## src/rtl/frac_rtc_pkg.sv

```systemverilog
package frac_rtc_pkg;
  localparam int SUB_W    = 8;
  localparam int SEC_W    = 6;
  localparam int MIN_W    = 6;
  localparam int HR_W     = 5;
  localparam int DAY_W    = 16;
  localparam int DATA_W   = 16;
  localparam int ADDR_W   = 4;
  localparam int ALM_W    = 8;
  localparam int NFIELD   = 4;
  localparam int NTIME    = 5;
  localparam int SEC_LAST = 59;
  localparam int MIN_LAST = 59;
  localparam int HR_LAST  = 23;

  localparam logic [ADDR_W-1:0] A_SUB  = 4'd0;
  localparam logic [ADDR_W-1:0] A_SEC  = 4'd1;
  localparam logic [ADDR_W-1:0] A_MIN  = 4'd2;
  localparam logic [ADDR_W-1:0] A_HR   = 4'd3;
  localparam logic [ADDR_W-1:0] A_DAY  = 4'd4;
  localparam logic [ADDR_W-1:0] A_ALM0 = 4'd5;
  localparam logic [ADDR_W-1:0] A_CTRL = 4'd9;

  localparam int C_RUN  = 0;
  localparam int C_IE   = 1;
  localparam int C_FLAG = 2;
  localparam int C_MEN  = 3;

  typedef struct packed {
    logic [DAY_W-1:0] day;
    logic [HR_W-1:0]  hr;
    logic [MIN_W-1:0] min;
    logic [SEC_W-1:0] sec;
    logic [SUB_W-1:0] sub;
  } rtc_time_t;
endpackage

```

## src/rtl/frac_rtc_prescale.sv

```systemverilog
module frac_rtc_prescale #(
  parameter int DIV = 128
) (
  input  logic clk,
  input  logic rst_n,
  input  logic run,
  output logic tick
);
  localparam int CW = (DIV > 1) ? $clog2(DIV) : 1;
  localparam logic [CW-1:0] LAST = CW'(DIV - 1);

  logic [CW-1:0] cnt_q, cnt_d;

  always_comb begin
    tick  = run && (cnt_q == LAST);
    cnt_d = tick ? '0 : cnt_q + 1'b1;
  end

  always_ff @(posedge clk or negedge rst_n) begin
    if (!rst_n)   cnt_q <= '0;
    else if (run) cnt_q <= cnt_d;
  end
endmodule

```

## src/rtl/frac_rtc_count.sv

```systemverilog
module frac_rtc_count
  import frac_rtc_pkg::*;
(
  input  logic              clk,
  input  logic              rst_n,
  input  logic              tick,
  input  logic [NTIME-1:0]  ld,
  input  logic [DATA_W-1:0] ld_data,
  output rtc_time_t         now,
  output rtc_time_t         adv
);
  rtc_time_t now_d;
  logic c_sub, c_sec, c_min, c_hr, upd;

  // Carry chain for one tick
  always_comb begin
    c_sub = (now.sub == '1);
    c_sec = c_sub && (now.sec == SEC_W'(SEC_LAST));
    c_min = c_sec && (now.min == MIN_W'(MIN_LAST));
    c_hr  = c_min && (now.hr  == HR_W'(HR_LAST));
    adv.sub = now.sub + 1'b1;
    adv.sec = c_sub ? (c_sec ? '0 : now.sec + 1'b1) : now.sec;
    adv.min = c_sec ? (c_min ? '0 : now.min + 1'b1) : now.min;
    adv.hr  = c_min ? (c_hr  ? '0 : now.hr  + 1'b1) : now.hr;
    adv.day = c_hr  ? now.day + 1'b1 : now.day;
  end

  // A load beats a tick on the same edge
  always_comb begin
    upd   = tick || (|ld);
    now_d = now;
    if (|ld) begin
      if (ld[0]) now_d.sub = ld_data[SUB_W-1:0];
      if (ld[1]) now_d.sec = ld_data[SEC_W-1:0];
      if (ld[2]) now_d.min = ld_data[MIN_W-1:0];
      if (ld[3]) now_d.hr  = ld_data[HR_W-1:0];
      if (ld[4]) now_d.day = ld_data[DAY_W-1:0];
    end else if (tick) begin
      now_d = adv;
    end
  end

  always_ff @(posedge clk or negedge rst_n) begin
    if (!rst_n)   now <= '0;
    else if (upd) now <= now_d;
  end
endmodule

```

## src/rtl/frac_rtc_alarm.sv

```systemverilog
module frac_rtc_alarm
  import frac_rtc_pkg::*;
(
  input  logic                         clk,
  input  logic                         rst_n,
  input  logic                         eval,
  input  rtc_time_t                    adv,
  input  logic [NFIELD-1:0]            alm_we,
  input  logic [ALM_W-1:0]             alm_wdata,
  input  logic [NFIELD-1:0]            men,
  input  logic                         clr,
  output logic [NFIELD-1:0][ALM_W-1:0] alm,
  output logic                         flag
);
  logic [NFIELD-1:0][ALM_W-1:0] live;
  logic [NFIELD-1:0]            fld_ok;
  logic                         hit, flag_d;

  always_comb begin
    live[0] = ALM_W'(adv.sub);
    live[1] = ALM_W'(adv.sec);
    live[2] = ALM_W'(adv.min);
    live[3] = ALM_W'(adv.hr);
  end

  for (genvar i = 0; i < NFIELD; i++) begin : g_fld
    always_ff @(posedge clk or negedge rst_n) begin
      if (!rst_n)         alm[i] <= '0;
      else if (alm_we[i]) alm[i] <= alm_wdata;
    end
    assign fld_ok[i] = !men[i] || (live[i] == alm[i]);
  end

  // A match outranks a clear on the same edge
  always_comb begin
    hit    = eval && (&fld_ok);
    flag_d = hit || (flag && !clr);
  end

  always_ff @(posedge clk or negedge rst_n) begin
    if (!rst_n) flag <= 1'b0;
    else        flag <= flag_d;
  end
endmodule

```

## src/rtl/frac_rtc.sv

```systemverilog
module frac_rtc
  import frac_rtc_pkg::*;
#(
  parameter int TICK_DIV = 128
) (
  input  logic              clk,
  input  logic              rst_n,
  input  logic              wr_en,
  input  logic [3:0]        wr_addr,
  input  logic [15:0]       wr_data,
  input  logic [3:0]        rd_addr,
  output logic [15:0]       rd_data,
  output logic              alarm_irq
);
  logic                         rst_s1, rst_sn;
  logic                         run, ie, flag, tick, ctrl_we, time_wr;
  logic [NFIELD-1:0]            men;
  logic [NTIME-1:0]             ld;
  logic [NFIELD-1:0]            alm_we;
  logic [NFIELD-1:0][ALM_W-1:0] alm;
  rtc_time_t                    now, adv;

  // Reset: asynchronous assertion, synchronous release
  always_ff @(posedge clk or negedge rst_n) begin
    if (!rst_n) begin
      rst_s1 <= 1'b0;
      rst_sn <= 1'b0;
    end else begin
      rst_s1 <= 1'b1;
      rst_sn <= rst_s1;
    end
  end

  // Address decode for writes
  always_comb begin
    for (int i = 0; i < NTIME; i++)
      ld[i] = wr_en && (wr_addr == ADDR_W'(i));
    for (int j = 0; j < NFIELD; j++)
      alm_we[j] = wr_en && (wr_addr == A_ALM0 + ADDR_W'(j));
    time_wr = |ld;
    ctrl_we = wr_en && (wr_addr == A_CTRL);
  end

  always_ff @(posedge clk or negedge rst_sn) begin
    if (!rst_sn) begin
      run <= 1'b0;
      ie  <= 1'b0;
      men <= '0;
    end else if (ctrl_we) begin
      run <= wr_data[C_RUN];
      ie  <= wr_data[C_IE];
      men <= wr_data[C_MEN +: NFIELD];
    end
  end

  frac_rtc_prescale #(.DIV(TICK_DIV)) u_pre (
    .clk(clk), .rst_n(rst_sn), .run(run), .tick(tick)
  );

  frac_rtc_count u_cnt (
    .clk(clk), .rst_n(rst_sn), .tick(tick), .ld(ld), .ld_data(wr_data),
    .now(now), .adv(adv)
  );

  frac_rtc_alarm u_alm (
    .clk(clk), .rst_n(rst_sn), .eval(tick && !time_wr), .adv(adv),
    .alm_we(alm_we), .alm_wdata(wr_data[ALM_W-1:0]), .men(men),
    .clr(ctrl_we && !wr_data[C_FLAG]), .alm(alm), .flag(flag)
  );

  always_comb begin
    rd_data = '0;
    case (rd_addr)
      A_SUB:   rd_data = DATA_W'(now.sub);
      A_SEC:   rd_data = DATA_W'(now.sec);
      A_MIN:   rd_data = DATA_W'(now.min);
      A_HR:    rd_data = DATA_W'(now.hr);
      A_DAY:   rd_data = DATA_W'(now.day);
      4'd5:    rd_data = DATA_W'(alm[0]);
      4'd6:    rd_data = DATA_W'(alm[1]);
      4'd7:    rd_data = DATA_W'(alm[2]);
      4'd8:    rd_data = DATA_W'(alm[3]);
      A_CTRL:  rd_data = DATA_W'({men, flag, ie, run});
      default: rd_data = '0;
    endcase
    alarm_irq = flag && ie;
  end
endmodule

```

## config.mk

```make
export PLATFORM = sky130hd
export DESIGN_NAME = frac_rtc
export DESIGN_NICKNAME = d
export VERILOG_FILES = /design/src/rtl/frac_rtc_pkg.sv /design/src/rtl/frac_rtc_prescale.sv /design/src/rtl/frac_rtc_count.sv /design/src/rtl/frac_rtc_alarm.sv /design/src/rtl/frac_rtc.sv
export SDC_FILE = /design/constraint.sdc
export NUM_CORES = 1
export LEC_CHECK = 0
export ABC_AREA = 0
export BUFFER_PORTS_ARGS = -buffer_cell sky130_fd_sc_hd__clkbuf_2
export CAP_MARGIN = 20
export CORE_ASPECT_RATIO = 1.2
export CORE_UTILIZATION = 50
export CTS_BUF_LIST = sky130_fd_sc_hd__clkbuf_4
export DETAILED_ROUTE_END_ITERATION = 10
export PLACE_DENSITY = 0.68
export SYNTH_ARGS = -nofsm -noshare
export SYNTH_HDL_FRONTEND = slang
export SYNTH_SLANG_ARGS = --single-unit
```

## constraint.sdc

```tcl
create_clock -name clk -period 8.55 [get_ports clk]
set_clock_uncertainty 0.15 [all_clocks]
set_input_delay 1.2825 -clock clk [delete_from_list [all_inputs] [get_ports clk]]
set_output_delay 1.2825 -clock clk [all_outputs]
set_load 0.05 [all_outputs]
```

==> results of run 1 <==
[sequential cells by signal, indices dropped and copies added, names as in the netlist]
register and count:
u_pre.cnt_q 7, run 1, u_alm.alm 32, u_cnt.now 41, men 4, u_alm.flag 1
rst_s1 1, ie 1, rst_sn 1
[cell usage in the layout (no fill, tap or decap), types with 4 or more instances in the layout]
cell / count
dfrtp_1: 88
nand2_1: 60
nor2_1: 57
a21oi_1: 54
o21ai_0: 48
clkbuf_2: 43
mux2_2: 38
nand3_1: 20
xnor2_1: 17
a31oi_1: 16
and2_1: 15
nor3_1: 14
mux2i_1: 14
inv_1: 13
o22ai_1: 12
xor2_1: 11
clkbuf_4: 10
a22oi_1: 8
nand2b_1: 7
o211ai_1: 6
nand4_1: 6
o22a_1: 6
ha_1: 6
buf_4: 6
nor2b_1: 5
mux4_2: 5
and3_1: 5
a41oi_1: 5
a221oi_1: 4
a22o_1: 4
o221ai_1: 4
o31ai_1: 4
a21boi_0: 4
o2bb2ai_1: 4
inv_6: 4
[worst paths after layout]
kind	startpoint	end	slack [ns]	cells past startpoint
setup / recovery	rd_addr[1]	rd_data[0]	4.05	8
hold / removal	rst_sn	u_alm.alm[14]	0.07	0
setup reg to reg	u_cnt.now[0]	u_alm.flag	4.76	8
hold reg to reg	rst_sn	u_alm.alm[14]	0.07	0
max in group asynchronous	rst_sn	u_cnt.now[28]	7.02	1
min in group clk	rst_s1	rst_sn	0.22	0
[power by group]
| part | internal (uW) | switching [uW] |
|---|---|---|
| Combinational | 177 | 188 |
| Clock | 92.5 | 162 |
| Sequential | 513 | 162 |
[cells in the mapped netlist, types with 3 or more instances]
master / number
buf_1: 3
nor2_1: 58
o32ai_1: 3
xor2_1: 11
a21boi_0: 4
a41o_1: 3
o31ai_1: 4
nand4_1: 6
nand4_4: 3
o221ai_1: 4
mux2_2: 38
o2bb2ai_1: 4
nor3b_1: 3
o22a_1: 6
ha_1: 6
a221oi_1: 4
nor2b_1: 5
clkbuf_8: 4
a31oi_1: 16
o211ai_1: 6
a21oi_1: 54
a311oi_1: 3
nand2_1: 60
dfrtp_1: 89
xnor2_1: 17
mux2i_1: 14
a22o_1: 4
nand3_1: 20
clkbuf_1: 32
o21ai_0: 48
o22ai_1: 12
nor4_1: 3
and2_1: 15
a41oi_1: 5
inv_1: 13
nor3_1: 14
nand2b_1: 7
a22oi_1: 8
and3_1: 5
mux4_2: 5
[area by class of cell]
class	instances	area (um2)	share of cell area, %
multi-input cells	526	3580	55.4
flip-flops and latches	89	2230	34.5
repair buffers	50	268	4.14
well taps	157	196	3.04
clock inverters	7	75.1	1.16
clock buffers	9	67.6	1.04
inverters	13	48.8	0.754
[critical path, cell delays in order]
cell and delay [ns]:
clkbuf_2 0.37, inv_1 0.25, nor2_1 0.27, nand2_1 0.08, o211ai_1 0.09, o21ai_0 0.10, o21ai_0 0.27, clkbuf_2 0.34
[metrics by stage]
stage | std cells | utilization (%) | hold slack [ns]
after floorplan | 670 | - | 0.181
after global placement | 833 | 54.0 | 0.0677
after detailed placement | 833 | 54.0 | 0.0734
after CTS | 849 | 55.3 | 0.0872
after global routing | 851 | 55.4 | 0.101
final | 851 | 55.4 | 0.0726
[layer usage]
layer,track usage [%],share of wire (%),up-vias
met4,18.8,5.2,0
met3,4.56,6.0,63
met1,41.5,41,2733
met2,48.9,48,237
met5,0,0,-
li1,-,-,2541
[cell families (layout without fill, tap and decap cells)]
family | Yosys count | after routing | synth area share (%)
flops | 89 | 89 | 36.7
buf+inv | 55 | 79 | 4.31
xor+xnor | 28 | 28 | 4.05
compound gates | 208 | 208 | 22.4
simple gates | 226 | 226 | 20.0
other cells | 1 | 1 | 0.0619
fa+ha+maj | 6 | 6 | 1.24
mux | 57 | 57 | 11.2
==> results.txt, run 1 <==
----------------------------------------------------
[Run status]
  Result of the run ... finished clean

[STA]
  Min Tclk post-route ... roughly 4.5 ns
  Max frequency ... 222 MHz
  Setup repair after global routing missed its margin ... no
  Setup TNS ... 0 ns
  Slew Viols, Final ... 0
  Final Hold Fails ... 0
  Final setup violation count ... 0
  Post-route clock period utilization ... between 50% and 60%
  Relative slew margins ... 25.7%
  Worst-case setup margin in the final layout ... 4.05 ns
  Worst Tran Pin Value ... ~1.1 ns

[Floorplan]
  Die area ... 12600 um2
  Placeable Area ... 11700 um2
  Vertical die dimension ... about 120 um
  Die width ... slightly above 100 um
  Initial core utilization ... 51.9%
  Placement Rows ... 43
  Number of ports placed on the die boundary ... 44

[Finish]
  Count of fill cells added during filler insertion ... 1093
  Nets ... between 700 and 800
  Fraction of final layout cells with drive strength greater than 1 ... 19.0%
  Diode count ... 0
  Design Area, Final ... 6470 um2
  Synthesis-to-layout area growth ... 6.69%

[Clock network]
  Worst-Skew Late Latency ... 0.47 ns
  Number of clock sinks ... just under 90
  Post-cts repair resize count ... 0
  CTS root buffer ... clkbuf_4
  Post-CTS Hold Fix Bufs ... 0
  Number of buffers created by CTS ... 9
  Clock-pin transition on the worst setup and hold timing paths ... 0.15 ns
  Total setup buffers inserted after CTS ... 0
  H-tree levels ... 3
  Worst-case clock buffer depth ... 2
  Clock tree from TritonCTS ... built

[Synthesis]
  Number of flip-flops and latches in the synthesized netlist ... 89
  Top post-synthesis cells by area ... dfrtp_1 37%, mux2_2 7.1%, a21oi_1 4.5%
  Post-synth ARST share ... 100%
  Yosys warning count ... 0
  Net count after synthesis ... 703
  Proportion of synthesized chip area in sequential cells ... 36.7%
  Fraction of synthesized cell area taken by the top area cell type ... about 37%
  Cell area after synthesis ... 6060 um2
  Number of enable-type register cells in the synthesized netlist ... 0
  Number of distinct library cell variants in the gate-level netlist after synthesis ... 78
  Post-synthesis instance total ... 670
  Leading area contributor after synthesis ... dfrtp_1
  Syn Area/Cell ... 9.05 um2
  Leading register cell type out of synthesis ... dfrtp_1

[Setup path]
  Arrival time of the worst setup path ... 3.07 ns
  Critical-path maximum fanout ... 20
  CP endpoint kind ... output port
  Launching element type of the critical path ... input pin
  Required arrival time at the worst endpoint ... 7.12 ns
  Type of the worst setup path ... in2out

[Drt]
  Vias ... approximately 5600
  Remaining antenna violation count after routing ... 0
  Via count normalized by instance count ... 6.55
  Overall routed net length ... 18.8 mm
  Final routed DRC violation total ... 0
  TritonRoute pass-1 iters ... 5
  Count of routing violations after the opening detailed-route iteration ... 531
  Per-cell routed wire length ... 22.1 um

[Hold path]
  Path type of the worst min-delay path ... reg2async

[Place]
  Routability cong. ... 1.01
  Post-Place Cell Area ... 6310 um2
  Worst slack after detailed placement ... 3.52 ns
  HPWL reported at the end of detailed placement ... 13.7 mm
  IO Port Bufs ... 43

[Global routing]
  Total global-route track usage ... 31.5%
  Aggregate global routing overflow ... 0
  Largest net degree at the start of global routing ... 67
  Global-route wire length before repair ... ~29 mm
  Number of antenna violations at the first check in global routing ... 0
  Vias in the first global route ... between 5000 and 6000

[Pwr]
  Static Leak ... between 0.002 and 0.003 uW
  Peak supply drop ... 0.100 mV
  Power Density ... 200 nW/um2
  Pwr Total ... roughly 1300 uW

[Flow run]
  Max cap viols ... 0

----------------------------------------------------
Note: power is estimated with default switching activity, not from simulation.
==> inputs of run 2 (changes only) <==
PLACE_DENSITY = 0.71   (was 0.68)
clock period = 3.7 ns   (was 8.55 ns; I/O delays follow)
==> run 2 against run 1 <==
Net effect: first-iteration DRC count shrank 1.9%; final cell count is 1.5% higher; wire length up 3.9%; critical path type is now reg2reg; non-clock buffer count grew 11; critical path depth stayed put; power grew 140%; global-route usage rose by 1.9 points.
==> results.txt, run 2 (synthesis results as in run 1) <==
----------------------------------------------------
[Run status]
  Result of the run ... finished clean (unchanged)

[Floorplan]
  Vertical die dimension ... 123 um (unchanged)
  Placeable Area ... 11700 um2 (unchanged)
  Placement Rows ... 43 (unchanged)
  Die width ... 103 um (unchanged)
  Initial core utilization ... 51.9% (unchanged)
  Number of ports placed on the die boundary ... 44 (unchanged)
  Die area ... 12600 um2 (unchanged)

[STA]
  Min Tclk post-route ... about 3.5 ns
  Setup repair after global routing missed its margin ... no (unchanged)
  Relative slew margins ... 33.9% (was 25.7%)
  Worst Tran Pin Value ... 0.987 ns (was 1.11 ns)
  Worst-case setup margin in the final layout ... 0.227 ns (was 4.05 ns)
  Setup TNS ... 0 ns (unchanged)
  Post-route clock period utilization ... 93.9%
  Slew Viols, Final ... 0 (unchanged)
  Max frequency ... 288 MHz
  Final Hold Fails ... 0 (unchanged)
  Final setup violation count ... 0 (unchanged)

[Drt]
  Overall routed net length ... 19.5 mm (was 18.8 mm)
  Per-cell routed wire length ... 22.6 um (was 22.1 um)
  Vias ... 5679 (was 5574)
  TritonRoute pass-1 iters ... 8 (was 5)
  Final routed DRC violation total ... 0 (unchanged)
  Via count normalized by instance count ... 6.57 (was 6.55)
  Count of routing violations after the opening detailed-route iteration ... 521 (was 531)
  Remaining antenna violation count after routing ... 0 (unchanged)

[Setup path]
  Cell at the slowest stage of the critical path ... dfrtp_1 (was clkbuf_2)
  Stage delay of the slowest cell on the critical path ... 0.57 ns (was 0.37 ns)
  Type of the worst setup path ... reg2reg (was in2out)
  Launching element type of the critical path ... flip-flop (was input pin)
  Arrival time of the worst setup path ... 3.70 ns (was 3.07 ns)
  Critical-path maximum fanout ... 11 (was 20)
  Required arrival time at the worst endpoint ... 3.93 ns (was 7.12 ns)
  CP endpoint kind ... flip-flop (was output port)
  List of cells traversed by the critical path ... ha_1 -> and4_2 -> nand4_4 -> nor2_4 -> nor3_1 -> a2111o_1 -> or4_1 -> a311oi_1 (was clkbuf_2 -> inv_1 -> nor2_1 -> nand2_1 -> o211ai_1 -> o21ai_0 -> o21ai_0 -> clkbuf_2)

[Clock network]
  Number of buffers created by CTS ... 9 (unchanged)
  CTS root buffer ... clkbuf_4 (unchanged)
  H-tree levels ... 3 (unchanged)
  Worst-Skew Late Latency ... 0.47 ns (about the same)
  Number of clock sinks ... 89 (unchanged)
  Clock-pin transition on the worst setup and hold timing paths ... 0.16 ns (was 0.15 ns)
  Worst-case clock buffer depth ... 2 (unchanged)
  Clock tree from TritonCTS ... built (unchanged)
  Post-cts repair resize count ... 0 (unchanged)

[Finish]
  Most common library cell in the layout ignoring fill and taps ... dfrtp_1 (unchanged)
  Registers with the highest flip-flop counts ... u_cnt.now (41), u_alm.alm (32), u_pre.cnt_q (7) (unchanged)
  Fraction of final layout cells with drive strength greater than 1 ... 20.1% (was 19.0%)
  Count of fill cells added during filler insertion ... 1092 (was 1093)
  Largest register by flop count ... u_cnt.now (unchanged)
  Number of flip-flops in the largest register ... 41 (unchanged)
  Nets ... 733 (was 722)
  Synthesis-to-layout area growth ... 8.88% (was 6.69%)
  Commonest cells after routing, fill and taps aside ... 88 x dfrtp_1, 60 x nand2_1, 57 x nor2_1, 54 x a21oi_1, 48 x o21ai_0 (unchanged)

[Global routing]
  Total global-route track usage ... 33.4% (was 31.5%)
  Aggregate global routing overflow ... 0 (unchanged)
  Largest net degree at the start of global routing ... 75 (was 67)
  Global-route wire length before repair ... 30.8 mm (was 29.0 mm)
  Vias in the first global route ... 5465 (was 5167)
  Number of antenna violations at the first check in global routing ... 2 (was 0)

[Pwr]
  Pwr Total ... 3150 uW (was 1300 uW)
  Peak supply drop ... 0.238 mV (was 0.100 mV)
  Static Leak ... 0.00269 uW (was 0.00262 uW)
  Power Density ... 477 nW/um2 (was 200 nW/um2)

[Place]
  IO Port Bufs ... 43 (unchanged)
  HPWL reported at the end of detailed placement ... 14.4 mm (was 13.7 mm)
  Routability cong. ... 0.958 (was 1.01)
  Worst slack after detailed placement ... 0.344 ns (was 3.52 ns)

[Flow run]
  Max cap viols ... 0 (unchanged)

[Hold path]
  Path type of the worst min-delay path ... in2reg (was reg2async)

----------------------------------------------------
run 2: changes by cell type in the layout (fill, tap and decap cells not counted), sizes merged:
cell / previous run / this run
diode: 0 / 2
dlygate4sd3: 0 / 1
clkbuf: 53 / 52
inv: 17 / 14
buf: 6 / 17
clkinv: 2 / 3
bufinv: 1 / 3
run 2: area by class of cell:
cell class	instances	area, um2	area share, %
well taps	157	196	2.98
diodes	2	5.00	0.0758
clock inverters	7	118	1.78
inverters	13	48.8	0.739
repair buffers	61	353	5.35
clock buffers	9	67.6	1.02
flip-flops and latches	89	2230	33.8
multi-input cells	526	3580	54.3
run 2: final timing paths:
check                                  start            end  slack (ns)  cells after the start
worst max register to register  u_cnt.now[8]     u_alm.flag        0.23                      8
worst max-delay path            u_cnt.now[8]     u_alm.flag        0.23                      8
min in group asynchronous              rst_n         rst_sn        0.24                      2
worst min register to register        rst_s1         rst_sn        0.23                      0
worst min-delay path             wr_data[15]  u_cnt.now[40]        0.23                      3
max in group asynchronous             rst_sn  u_cnt.now[16]        2.27                      1
run 2: routing by layer:
metal | part of all wire (%) | track usage [%] | up-vias
met5 | 0 | 0 | -
met4 | 4.7 | 16.8 | 0
met3 | 6.1 | 4.73 | 66
met2 | 50 | 56.0 | 257
met1 | 39 | 41.8 | 2787
li1 | - | - | 2569
run 2: worst max-delay path: cells and delay by family (launching register included):
family	cells	cell delay [ns]
DFF	1	0.57
and+or+nand+nor	5	1.49
AOI/OAI and AO/OA	2	0.67
adders and majority gates	1	0.50
run 2: per-stage QoR:
step | hold slack, ns | instance area, um2 | util [%] | std cells
after floorplan | 0.109 | 6060 | - | 670
after global placement | 0.189 | 6400 | 54.8 | 845
after detailed placement | 0.194 | 6400 | 54.8 | 845
after CTS | 0.205 | 6600 | 56.5 | 862
after global routing | 0.237 | 6600 | 56.5 | 863
final | 0.226 | 6600 | 56.5 | 864
run 2: timing repair:
item	CTS	global route
buffers inserted	0	0
endpoints found under the hold margin	2	0
hold buffers	1	0
run 2: power breakdown:
part           leakage, uW  switching [uW]  internal (uW)  total [uW]
combinational      0.00147             458            418         876
clock             0.000100             371            344         715
sequential         0.00112             371           1180        1560
total              0.00269            1200           1950        3150
